===== src/rtl/qfm_pkg.sv =====
package qfm_pkg;

    // Level of the generated bit clock; the low phase comes first in each cycle.
    typedef enum logic {
        PH_LOW  = 1'b0,
        PH_HIGH = 1'b1
    } bclk_phase_e;

    // Number of bits needed to count 0 .. n-1 (at least one bit).
    function automatic int cnt_width(input int n);
        return (n > 1) ? $clog2(n) : 1;
    endfunction

endpackage


===== src/rtl/qfm_timer.sv =====
module qfm_timer
    import qfm_pkg::*;
#(
    parameter int FRAME_BITS = 144,
    parameter int DATA_BITS  = 64,
    parameter int CNT_W      = cnt_width(FRAME_BITS)
) (
    input  logic             clk,
    input  logic             rst,
    input  logic             tick,
    output logic             bclk,
    output logic             rise_stb,
    output logic             fall_stb,
    output logic [CNT_W-1:0] cnt,
    output logic [CNT_W-1:0] cnt_next,
    output logic             frame_id
);

    localparam logic [CNT_W-1:0] LAST_CYC = CNT_W'(FRAME_BITS - 1);
    localparam logic [CNT_W-1:0] ID_CYC   = CNT_W'(DATA_BITS);

    typedef struct packed {
        bclk_phase_e      phase;
        logic [CNT_W-1:0] cnt;
        logic             id;
    } tmr_state_t;

    tmr_state_t st_d, st_q;
    logic [CNT_W-1:0] wrap_cnt;

    always_comb begin
        st_d     = st_q;
        wrap_cnt = (st_q.cnt == LAST_CYC) ? '0 : st_q.cnt + 1'b1;
        rise_stb = tick && (st_q.phase == PH_LOW);
        fall_stb = tick && (st_q.phase == PH_HIGH);
        if (rise_stb) begin
            st_d.phase = PH_HIGH;
        end
        if (fall_stb) begin
            // A new bit-clock cycle opens at each falling edge.
            st_d.phase = PH_LOW;
            st_d.cnt   = wrap_cnt;
            st_d.id    = (wrap_cnt == ID_CYC);
        end
        if (rst) begin
            st_d.phase = PH_LOW;
            st_d.cnt   = '0;
            st_d.id    = 1'b0;
        end
    end

    always_ff @(posedge clk) begin
        st_q <= st_d;
    end

    assign bclk     = (st_q.phase == PH_HIGH);
    assign cnt      = st_q.cnt;
    assign cnt_next = wrap_cnt;
    assign frame_id = st_q.id;

endmodule


===== src/rtl/qfm_deser.sv =====
module qfm_deser #(
    parameter int CHANNELS = 4,
    parameter int CH_WIDTH = 16,
    parameter int CNT_W    = 8
) (
    input  logic                         clk,
    input  logic                         rst,
    input  logic                         rise_stb,
    input  logic [CNT_W-1:0]             cnt,
    input  logic                         din,
    output logic [CHANNELS*CH_WIDTH-1:0] ch_data,
    output logic                         valid
);

    localparam int               DATA_BITS = CHANNELS * CH_WIDTH;
    localparam logic [CNT_W-1:0] WIN_END   = CNT_W'(DATA_BITS);
    localparam logic [CNT_W-1:0] LAST_BIT  = CNT_W'(DATA_BITS - 1);

    typedef logic [CH_WIDTH-1:0] chan_t;

    typedef struct packed {
        logic [DATA_BITS-1:0]       sr;
        chan_t [CHANNELS-1:0]       ch;
        logic                       valid;
    } des_state_t;

    des_state_t st_d, st_q;
    logic [DATA_BITS-1:0] sr_shift;

    always_comb begin
        st_d       = st_q;
        st_d.valid = 1'b0;
        sr_shift   = {st_q.sr[DATA_BITS-2:0], din};
        // Only the data window feeds the shift register.
        if (rise_stb && (cnt < WIN_END)) begin
            st_d.sr = sr_shift;
            if (cnt == LAST_BIT) begin
                for (int n = 0; n < CHANNELS; n++) begin
                    st_d.ch[n] = sr_shift[DATA_BITS-1-n*CH_WIDTH -: CH_WIDTH];
                end
                st_d.valid = 1'b1;
            end
        end
        if (rst) begin
            st_d = '0;
        end
    end

    always_ff @(posedge clk) begin
        st_q <= st_d;
    end

    for (genvar g = 0; g < CHANNELS; g++) begin : g_chan_out
        assign ch_data[g*CH_WIDTH +: CH_WIDTH] = st_q.ch[g];
    end

    assign valid = st_q.valid;

endmodule


===== src/rtl/qfm_ser.sv =====
module qfm_ser #(
    parameter int DATA_BITS = 64,
    parameter int CNT_W     = 8
) (
    input  logic                 clk,
    input  logic                 rst,
    input  logic                 fall_stb,
    input  logic [CNT_W-1:0]     cnt_next,
    input  logic [DATA_BITS-1:0] word,
    output logic                 dout
);

    localparam logic [CNT_W-1:0] WIN_END = CNT_W'(DATA_BITS);

    typedef struct packed {
        logic [DATA_BITS-1:0] sr;
        logic                 dout;
    } ser_state_t;

    ser_state_t st_d, st_q;

    always_comb begin
        st_d = st_q;
        if (fall_stb) begin
            if (cnt_next == '0) begin
                // Capture the test word as cycle 0 opens.
                st_d.dout = word[DATA_BITS-1];
                st_d.sr   = {word[DATA_BITS-2:0], 1'b0};
            end else if (cnt_next < WIN_END) begin
                st_d.dout = st_q.sr[DATA_BITS-1];
                st_d.sr   = {st_q.sr[DATA_BITS-2:0], 1'b0};
            end else begin
                st_d.dout = 1'b0;
            end
        end
        if (rst) begin
            st_d.dout = word[DATA_BITS-1];
            st_d.sr   = {word[DATA_BITS-2:0], 1'b0};
        end
    end

    always_ff @(posedge clk) begin
        st_q <= st_d;
    end

    assign dout = st_q.dout;

endmodule


===== src/rtl/quad_frame_master.sv =====
module quad_frame_master
    import qfm_pkg::*;
#(
    parameter int CHANNELS   = 4,
    parameter int CH_WIDTH   = 16,
    parameter int FRAME_BITS = 144
) (
    input  logic                         clk,
    input  logic                         rst,
    input  logic                         bit_en,
    input  logic                         sdin,
    input  logic [CHANNELS*CH_WIDTH-1:0] test_word,
    output logic                         bclk,
    output logic                         frame_id,
    output logic                         sdout,
    output logic [CHANNELS*CH_WIDTH-1:0] ch_data,
    output logic                         ch_valid
);

    localparam int DATA_BITS = CHANNELS * CH_WIDTH;
    localparam int CNT_W     = cnt_width(FRAME_BITS);

    logic             rise_stb;
    logic             fall_stb;
    logic [CNT_W-1:0] bit_cnt;
    logic [CNT_W-1:0] bit_cnt_next;

    qfm_timer #(
        .FRAME_BITS (FRAME_BITS),
        .DATA_BITS  (DATA_BITS),
        .CNT_W      (CNT_W)
    ) u_timer (
        .clk      (clk),
        .rst      (rst),
        .tick     (bit_en),
        .bclk     (bclk),
        .rise_stb (rise_stb),
        .fall_stb (fall_stb),
        .cnt      (bit_cnt),
        .cnt_next (bit_cnt_next),
        .frame_id (frame_id)
    );

    qfm_deser #(
        .CHANNELS (CHANNELS),
        .CH_WIDTH (CH_WIDTH),
        .CNT_W    (CNT_W)
    ) u_deser (
        .clk      (clk),
        .rst      (rst),
        .rise_stb (rise_stb),
        .cnt      (bit_cnt),
        .din      (sdin),
        .ch_data  (ch_data),
        .valid    (ch_valid)
    );

    qfm_ser #(
        .DATA_BITS (DATA_BITS),
        .CNT_W     (CNT_W)
    ) u_ser (
        .clk      (clk),
        .rst      (rst),
        .fall_stb (fall_stb),
        .cnt_next (bit_cnt_next),
        .word     (test_word),
        .dout     (sdout)
    );

endmodule


===== config.mk =====
export PLATFORM = sky130hd
export DESIGN_NAME = quad_frame_master
export DESIGN_NICKNAME = d
export VERILOG_FILES = /design/src/rtl/qfm_pkg.sv /design/src/rtl/qfm_timer.sv /design/src/rtl/qfm_deser.sv /design/src/rtl/qfm_ser.sv /design/src/rtl/quad_frame_master.sv
export SDC_FILE = /design/constraint.sdc
export NUM_CORES = 1
export LEC_CHECK = 0
export BUFFER_PORTS_ARGS = -buffer_cell sky130_fd_sc_hd__buf_2
export CORE_AREA = 4 4 196 198
export DETAILED_ROUTE_END_ITERATION = 12
export DIE_AREA = 0 0 200 202
export PLACE_DENSITY = 0.49
export REMOVE_ABC_BUFFERS = 1
export SETUP_SLACK_MARGIN = 0.4
export SLEW_MARGIN = 25
export SYNTH_ARGS = -nofsm -noshare
export SYNTH_HDL_FRONTEND = slang
export SYNTH_SLANG_ARGS = --single-unit

===== constraint.sdc =====
create_clock -name clk -period 4.42 [get_ports clk]
set_input_delay 0.221 -clock clk [delete_from_list [all_inputs] [get_ports clk]]
set_output_delay 0.221 -clock clk [all_outputs]
set_load 0.005 [all_outputs]

After elaboration in Yosys (flattened, before gate mapping)
Index checks and enable logic that the tools add are counted.
- add/sub/neg operators: 1
- magnitude comparators: 2
- eq/ne operators: 3
- mux-type cells: 7
- bitwise operators: 2
- reductions and logical operators: 12
- operator list (operator ; number):
    65-bit 2-to-1 mux ; 3
    64-bit 2-to-1 mux ; 1
    8-bit by 7-bit less-than comparator with 1-bit output, second input constant ; 2
    8-bit by 1-bit adder with 8-bit output, second input constant ; 1
    8-bit by 6-bit equality test with 1-bit output, second input constant ; 1
    8-bit by 7-bit equality test with 1-bit output, second input constant ; 1
    8-bit equality test, second input constant ; 1
    8-bit logical NOT ; 1
    8-bit 2-to-1 mux ; 1
    2-bit AND reduction ; 3
    2-bit nonzero test ; 2
    2-bit OR reduction ; 2
    1-bit logical AND ; 3
    3-bit nonzero test ; 1
    1-bit 2-to-1 mux ; 2
    1-bit inverter ; 2
- bits in registers: 203
- input bits: 68
- output and inout bits: 68

Longest topological paths before layout
Gate-level depths: netlist (run 1).
- depth in word-level cells: 7
- mapped depth: 8
- mapped depth without buffers: 6

Hierarchy
A second synthesis (run 1) with hierarchy kept.
- cells, all modules: 780
- area, all modules: 8743.4 µm²
- by module, submodules not included (module ; instances ; cells an instance ; area an instance (µm²) ; seq. area each (µm²)):
    qfm_deser ; 1 ; 557 ; 5097.4 ; 2562.5
    qfm_ser ; 1 ; 142 ; 2992.9 ; 1921.8
    qfm_timer ; 1 ; 81 ; 653.1 ; 200.2

Least setup slack after synthesis (run 1)
Ideal clock, no wire load.
- kind: flip-flop to flip-flop
- start: register u_timer.st_q (netlist bit u_timer.cnt[0])
- end: register u_ser.st_q[10] (netlist bit), enable pin
- data arrival time: 2.985 ns
- required time: 3.989 ns
- setup slack: 1.003 ns
- stages on the path, launching flop included: 8
- buffers on the path: 1
- period minus slack after synthesis: 3.417 ns
- path through: dfxtp_1 -> ha_1 -> nand3_1 -> nor2_1 -> o32ai_1 -> buf_2 -> o21ai_0 -> nand2b_1
- word-level cells in the longest chain between the ends: 5
- elaborated cells on any way between the ends: 7
- classes of those cells: add/sub: 1; order compare: 1; eq/ne: 1; mux: 1; reduce/logical: 3
- ends and longest elaborated chain (what ; RTL line ; text):
    start: declaration ; qfm_timer.sv:28 ; tmr_state_t st_d, st_q;
    start signal: assignment ; qfm_timer.sv:53 ; st_q <= st_d;
    8-bit by 1-bit adder with 8-bit output or 8-bit equality test (tied branches) ; qfm_timer.sv:33 ; wrap_cnt = (st_q.cnt == LAST_CYC) ? '0 : st_q.cnt + 1'b1;
    8-bit 2-to-1 mux (*) ; qfm_timer.sv:33 ;
    8-bit by 7-bit less-than comparator with 1-bit output or 8-bit logical NOT (tied branches) ; qfm_ser.sv:29, qfm_ser.sv:25 ;
    3-bit nonzero test (no line) (*) ; - ;
    2-bit AND reduction (no line) (*) ; - ;
    end signal: assignment ; qfm_ser.sv:43 ; st_q <= st_d;
    end: declaration ; qfm_ser.sv:20 ; ser_state_t st_d, st_q;
Mark *: on every way between the ends. The rest lies on a longest branch, timed or not.
A chain may end at the register's enable or synchronous reset.

==> impl_results.md, run 1 <==
- Outcome: finished clean
- Reg-to-Reg Start: u_timer.cnt[3]
- Worst setup EP type: register
- Area leader, netlist: dfxtp_1
- Initial core utilization: 24.8%
- Static Leakage: 4.10 nW
- Avg Inst Size Synth: 8.46 µm²
- Critical Path, Cell by Cell: nand4_1, o21ai_4, buf_4, and3_1, o211ai_1, o311ai_1
- Final setup fails: 0
- Clock slew at reported path FFs: 0.06 ns
- CP startpoint: u_timer.cnt[3]
- Gr usage total: 12.1%
- Design area: 0.0109 mm²
- Top-count cell post-synth: nand2_1
- Final Critical Period: 2.71 ns
- PwrDens: 381 mW/mm²
- Hold_sp: test_word[38]
- Slew margin rel.: 38.8%
- Num CTS Buffers: 24
- IO Pins: 136
- Die X: 200 µm
- Routed len/inst: 15.7 µm
- Main synth FF type: dfxtp_1
- Vias in the first global route: 7433
- Share of cells above drive strength 1: 16.9%
- Total number of vias: 7798
- Hold WC Path Type: in2reg
- TritonCTS clock tree: built
- Skew-Pair Late Insertion Delay: 0.53 ns
- Core Area: 0.0365 mm²
- Synth Instances: 1072
- Max Cap Viol: 0
- Synth Warn #: 0
- Post-synth top area share: 30.5%
- Maximum number of pins on one net before global-route repair: 109
- CP max stage cell: o21ai_4
- Post-synth EDFFs: 64
- Post-synth top cells: 331 x nand2_1, 138 x dfxtp_1, 132 x a21oi_1, 71 x clkbuf_1
- Clock Path Buffers: 3
- DRC: 0
- Syn Std Cell Area: 0.00907 mm²
- Nets: 1223
- Hpwl dp: 14.9 mm
- Largest cells by area after synthesis: dfxtp_1 30%, edfxtp_1 21%, nand2_1 14%
- Placement Cell Area: 0.0101 mm²
- Slew at the pin closest to its max-slew limit: 0.915 ns
- RSZ-0062 raised after global routing: no
- Die H: 202 µm
- Part of the Yosys area used for sequential elements: 51.7%
- Slew Limit Fails: 0
- Sink Count: 202
- Vias/cell: 4.75
- Clk_skew: 0.0275 ns
- Global route overflow: 0
- Routability congestion estimate from global placement: 0.730
- First-pass GRT wire length: 41.0 mm
- Placement Setup Slack: 1.66 ns
- DRT Pass-1 Iters: 5
- Worst path max stage delay: 0.82 ns
- Final worst slack: 1.71 ns
- Clock root buffer: clkbuf_16
- Final cycle utilization of the critical path: 61.3%
- FP Rows: 70
- Critical path class: reg2reg
- Layout area overhead: 20.5%
- Number of setup buffers added after CTS: 0
- Post-CTS sizing: 0
- IO buf count: 135
- Fraction of registers with async set/reset: 0%
- Die area: 0.0404 mm²
- Total Wirelength: 25.8 mm
- H-tree level count: 1
- Antenna violations before repair: 0
- CP Data Required Time: 4.71 ns
- Arr. time, crit path: 3.00 ns
- Final Hold Fails: 0
- Post-DRT Antenna Nets: 0
- DR iter-0 viols: 491
- Fmax: 0.369 GHz
- Synth cell types: 39
- CP Max Fanout: 36
- Max VDD drop: 0.000241 V
- #FFs+latches synth: 202
- Startpoint types: register
## layer usage
metal | vias up | track usage [%] | wire length, µm
met5 | - | 0 | 0
met4 | 0 | 2.40 | 433
met3 | 26 | 2.72 | 1700
met2 | 192 | 18.4 | 11200
met1 | 3682 | 17.7 | 12500
li1 | 3898 | - | -
## area by class of cell
cell class	count	area, µm²
Antenna cell	3	7.51
Clock inverter	8	68.8
Multi-Input combinational cell	706	3750
Inverter	65	244
Timing Repair Buffer	155	875
Tap cell	468	586
Sequential cell	202	4680
Clock buffer	36	706
Fill cell	3929	25600
## worst max-delay path: cells and delay by family (launching register included)
kind | cells | cell delay (ns)
and+or+nand+nor | 2 | 0.52
buffers and inverters | 1 | 0.42
AOI/OAI and AO/OA | 3 | 1.05
DFF | 1 | 0.45
## through the flow
stage	cells	util, %	hold WS [ns]	setup TNS (ns)	power (mW)
after floorplan	973	-	0.290	-744.80	2.17
after global placement	1590	27.6	0.439	0	2.30
after detailed placement	1590	27.6	0.446	0	2.30
after CTS	1638	29.8	0.0000848	0	4.23
after global routing	1640	29.9	0.00605	0	4.34
final	1643	29.9	0.0134	0	4.16
## what timing repair did
item                       4_1_cts  5_1_grt
hold buffers                     4        2
setup endpoints to repair        0        0
hold endpoints to repair         5        2
## flip-flops by register name (all words and copies together), names as in the netlist
name,count
u_deser.ch_data,64
u_deser.sr_shift,63
u_deser.valid,1
u_ser.dout,1
u_ser.st_q,63
u_timer.bclk,1
u_timer.cnt,8
u_timer.frame_id,1
## power breakdown
part	total, mW	leakage [nW]	internal [mW]	switching (mW)
Sequential	2.01	1.76	1.99	0.0174
Clock	1.90	0.375	1.11	0.793
Combinational	0.254	1.97	0.0924	0.161
Total	4.16	4.10	3.19	0.972
## placed cells by master (no fill, tap or decap), types with 2 or more instances in the layout
cell type	instances
nor2_1	8
nor4b_2	2
dlygate4sd3_1	6
or4_1	2
diode_2	3
buf_12	2
nand4_1	2
xnor2_1	4
clkinv_2	4
buf_4	12
nand2_1	329
dfxtp_1	138
o21ai_0	3
a211oi_1	2
inv_1	65
nand3_1	4
o211ai_1	65
a21oi_1	132
and3_1	64
clkinvlp_4	2
and4_1	2
edfxtp_1	64
o31ai_1	2
buf_2	134
o311ai_1	62
clkbuf_1	6
nor3_1	4
and2_1	2
clkbuf_8	7
clkbuf_16	24
## path summary, 6_finish.rpt
kind	slack (ns)	cells past startpoint	endpoint
worst max-delay path	1.71	6	u_ser.st_q[44]
worst min-delay path	0.01	3	u_ser.st_q[40]
worst max register to register	1.71	6	u_ser.st_q[44]
worst min register to register	0.45	2	u_deser.ch_data[15]
## logic make-up (layout without fill, tap and decap cells)
group,after synthesis,in the layout,synth area share (%)
AOI/OAI and AO/OA,273,273,19.7
xor gates and xnor gates,5,5,0.483
adders and majority gates,1,1,0.138
buffers and inverters,164,264,7.62
DFF,202,202,51.7
other,0,3,0
and+or+nand+nor,427,427,20.3
(Power assumes the default switching activity.)
==> run 2: changes to the inputs <==
ABC_AREA = 1   (was default)
CORE_AREA = 4 4 181 183   (was 4 4 196 198)
DIE_AREA = 0 0 185 187   (was 0 0 200 202)
PLACE_DENSITY = 0.5   (was 0.49)
clock period = 2.8 ns   (was 4.42 ns; I/O delays follow)
==> impl_results.md, run 2 <==
- Clock slew at reported path FFs: 0.06 ns (about the same)
- Skew-Pair Late Insertion Delay: 0.51 ns (-0.02 ns)
- Global route overflow: 0 (unchanged)
- Met1 usage: 15.3% (-2.3 points)
- Vias in the first global route: 6234 (-16%)
- RSZ-0062 raised after global routing: yes
- Total number of vias: 6329 (-19%)
- Max VDD drop: 0.000306 V (+27%)
- Initial core utilization: 24.6% (-0.21 points)
- Nets: 1107 (-9.5%)
- Commonest non-fill, non-tap cell in the layout: nand2_1
- Die H: 187 µm (-7.4%)
- Top-count cell post-synth: nand2_1
- Synth cell types: 22 (-44%)
- Slew margin rel.: 53.3% (+15 points)
- Slew at the pin closest to its max-slew limit: 0.699 ns (-0.216 ns)
- DRT Pass-1 Iters: 4 (-1)
- Routed len/inst: 13.7 µm (-13%)
- CP Max Fanout: 63 (+75%)
- Final cycle utilization of the critical path: 78.0% (+17 points)
- Crit path depth: 12 (+6)
- Fin cells: 1456 (-11%)
- Post-DRT Antenna Nets: 0 (unchanged)
- Arr. time, crit path: 2.56 ns (-0.44 ns)
- Critical path class: reg2reg
- DR iter-0 viols: 430 (-12%)
- Startpoint types: register
- IO Pins: 136 (unchanged)
- Final Critical Period: 2.19 ns (-0.526 ns)
- Slew Limit Fails: 0 (unchanged)
- Tot Pwr: 6.61 mW (+59%)
- Largest cells by area after synthesis: dfxtp_1 36%, edfxtp_1 25%, nand3_1 8.8%
- Grt peak-use layer: met2
- Crit-path most repeated cell: nand2_1
- Fmax: 0.458 GHz (+24%)
- H-tree level count: 1 (unchanged)
- GR Util met2: 17.7% (-0.75 points)
- Hpwl dp: 11.8 mm (-21%)
- Total Wirelength: 20.0 mm (-23%)
- Commonest cells after routing, fill and taps aside: 172 x nand2_1, 138 x dfxtp_1, 135 x nand3_1, 135 x buf_2, 121 x o21ai_0
- DRC: 0 (unchanged)
- FP Rows: 65 (-7.1%)
- CP max stage cell: dfxtp_1
- Met3 Use GR: 2.00% (-0.71 points)
- Post-synth top cells: 173 x nand2_1, 138 x dfxtp_1, 135 x nand3_1, 122 x o21ai_0, 65 x inv_1
- Hold WC Path Type: in2reg
- Die X: 185 µm (-7.5%)
- Final setup fails: 0 (unchanged)
- N_diodes: 0 (-3)
- Syn Std Cell Area: 0.00769 mm² (-15%)
- Maximum number of pins on one net before global-route repair: 116 (+6.4%)
- Final setup TNS: 0 ns (unchanged)
- Worst path max stage delay: 0.39 ns (-0.43 ns)
- Part of the Yosys area used for sequential elements: 60.9% (+9.3 points)
- Synth Warn #: 0 (unchanged)
- Max FFs per register: 64 (unchanged)
- Worst Path Buf+Inv: 1 (unchanged)
- Die area: 0.0346 mm² (-14%)
- Placed cells: 1349 (-15%)
- Design area: 0.0101 mm² (-7.7%)
- Share of cells above drive strength 1: 17.9% (+1.0 points)
- Final worst slack: 0.615 ns (-1.09 ns)
- Sink Count: 202 (unchanged)
- Critical Path, Cell by Cell: ha_1, nand2_2, nor2_2, nand3_2, nand2_1, nand2_1, nor2_2, nand3_2, nand2_2, buf_6, nand2_1, nand2_1
- Static Leakage: 4.31 nW (+5.1%)
- IO buf count: 135 (unchanged)
- Routability congestion estimate from global placement: 0.749 (+2.6%)
- Num CTS Buffers: 23 (-4.2%)
- Antenna violations before repair: 0 (unchanged)
- Placement Cell Area: 0.00871 mm² (-14%)
- Gr usage total: 11.2% (-0.94 points)
- Hold Path Stages: 4 (+1)
- First-pass GRT wire length: 32.5 mm (-21%)
- Clock root buffer: clkbuf_16
- Post-synth top area share: 35.9% (+5.5 points)
- Final Hold Fails: 0 (unchanged)
- Clock Path Buffers: 3 (unchanged)
- Cell family with most CP delay: simple AND/OR/NAND/NOR gates
- Outcome: finished clean
- Core Area: 0.0312 mm² (-14%)
- Synth Instances: 861 (-20%)
- Main synth FF type: dfxtp_1
- Placement Setup Slack: 0.484 ns (-1.18 ns)
- Worst setup EP type: register
- CP Data Required Time: 3.18 ns (-1.53 ns)
- Worst-case reg-to-reg path depth: 12 (+6)
- Area leader, netlist: dfxtp_1
- Layout area overhead: 31.1%
- Fraction of registers with async set/reset: 0% (unchanged)
- Clk_skew: 0.0178 ns (-0.00966 ns)
- TritonCTS clock tree: built
- Post-synth EDFFs: 64 (unchanged)
- PwrDens: 656 mW/mm² (+72%)
- #FFs+latches synth: 202 (unchanged)
- Vias/cell: 4.35 (-8.4%)
- Max Cap Viol: 0 (unchanged)
- Avg Inst Size Synth: 8.93 µm² (+5.6%)
run 2: cell count changes after synthesis, moves of 62 or more:
| cell | change |
|---|---|
| nand3_1 | +130 |
| nand2_1 | -158 |
| a21oi_1 | -77 |
| o21ai_0 | +119 |
| and3_1 | -64 |
| o211ai_1 | -65 |
| o311ai_1 | -62 |
run 2: where the power goes:
group          switching, mW  total (mW)  leakage (nW)  internal [mW]
clock                   1.18        2.85         0.344           1.67
combinational          0.281       0.487          2.19          0.207
sequential            0.0618        3.27          1.77           3.21
total                   1.52        6.61          4.31           5.09
run 2: worst paths after layout:
path,start,endpoint,slack [ns]
worst max-delay path,u_timer.cnt[1],u_ser.st_q[11],0.61
worst min-delay path,rst,u_deser.sr_shift[63],0.09
worst max register to register,u_timer.cnt[1],u_ser.st_q[11],0.61
worst min register to register,u_deser.sr_shift[49],u_deser.ch_data[1],0.46
run 2: worst reg2reg max path: cells and delay by family, from the launching register on:
family        cells  cell delay, ns
flops             1            0.39
buf+inv           1            0.38
fa+ha+maj         1            0.23
simple gates     10            1.05
run 2: area by class of cell:
class	count	area (µm²)
multi-input cells	532	2460
repair buffers	212	1470
clock inverters	6	58.8
clock buffers	35	641
fillers	3306	21200
inverters	67	258
flip-flops and latches	202	4680
well taps	402	503
run 2: logic make-up (layout without fill, tap and decap cells):
group,after synthesis,count (layout),share of synthesized area [%]
DFF,202,202,60.9
adders and majority gates,1,1,0.163
AOI/OAI and AO/OA,182,182,12.0
and+or+nand+nor,349,349,19.7
buffers and inverters,127,320,7.24
run 2: layer usage:
metal / vias to the layer above / wire length, µm
met1: 2929 / 9360
met5: - / 0
met3: 33 / 855
met4: 0 / 587
met2: 128 / 9210
li1: 3239 / -
run 2: stage by stage:
step                utilization, %  hold WS (ns)
detailed placement            27.9         0.345
floorplan                        -         0.243
global placement              27.9         0.349
finish                        32.3        0.0873
global route                  32.3        0.0913
CTS                           32.3        0.0714
run 2: what timing repair did:
action                                  in CTS  in global routing
endpoints found under the setup margin       0                 77
hold buffers                                66                  0
gates resized for setup                      0                  2
endpoints found under the hold margin       67                  0
setup buffers                                0                  0
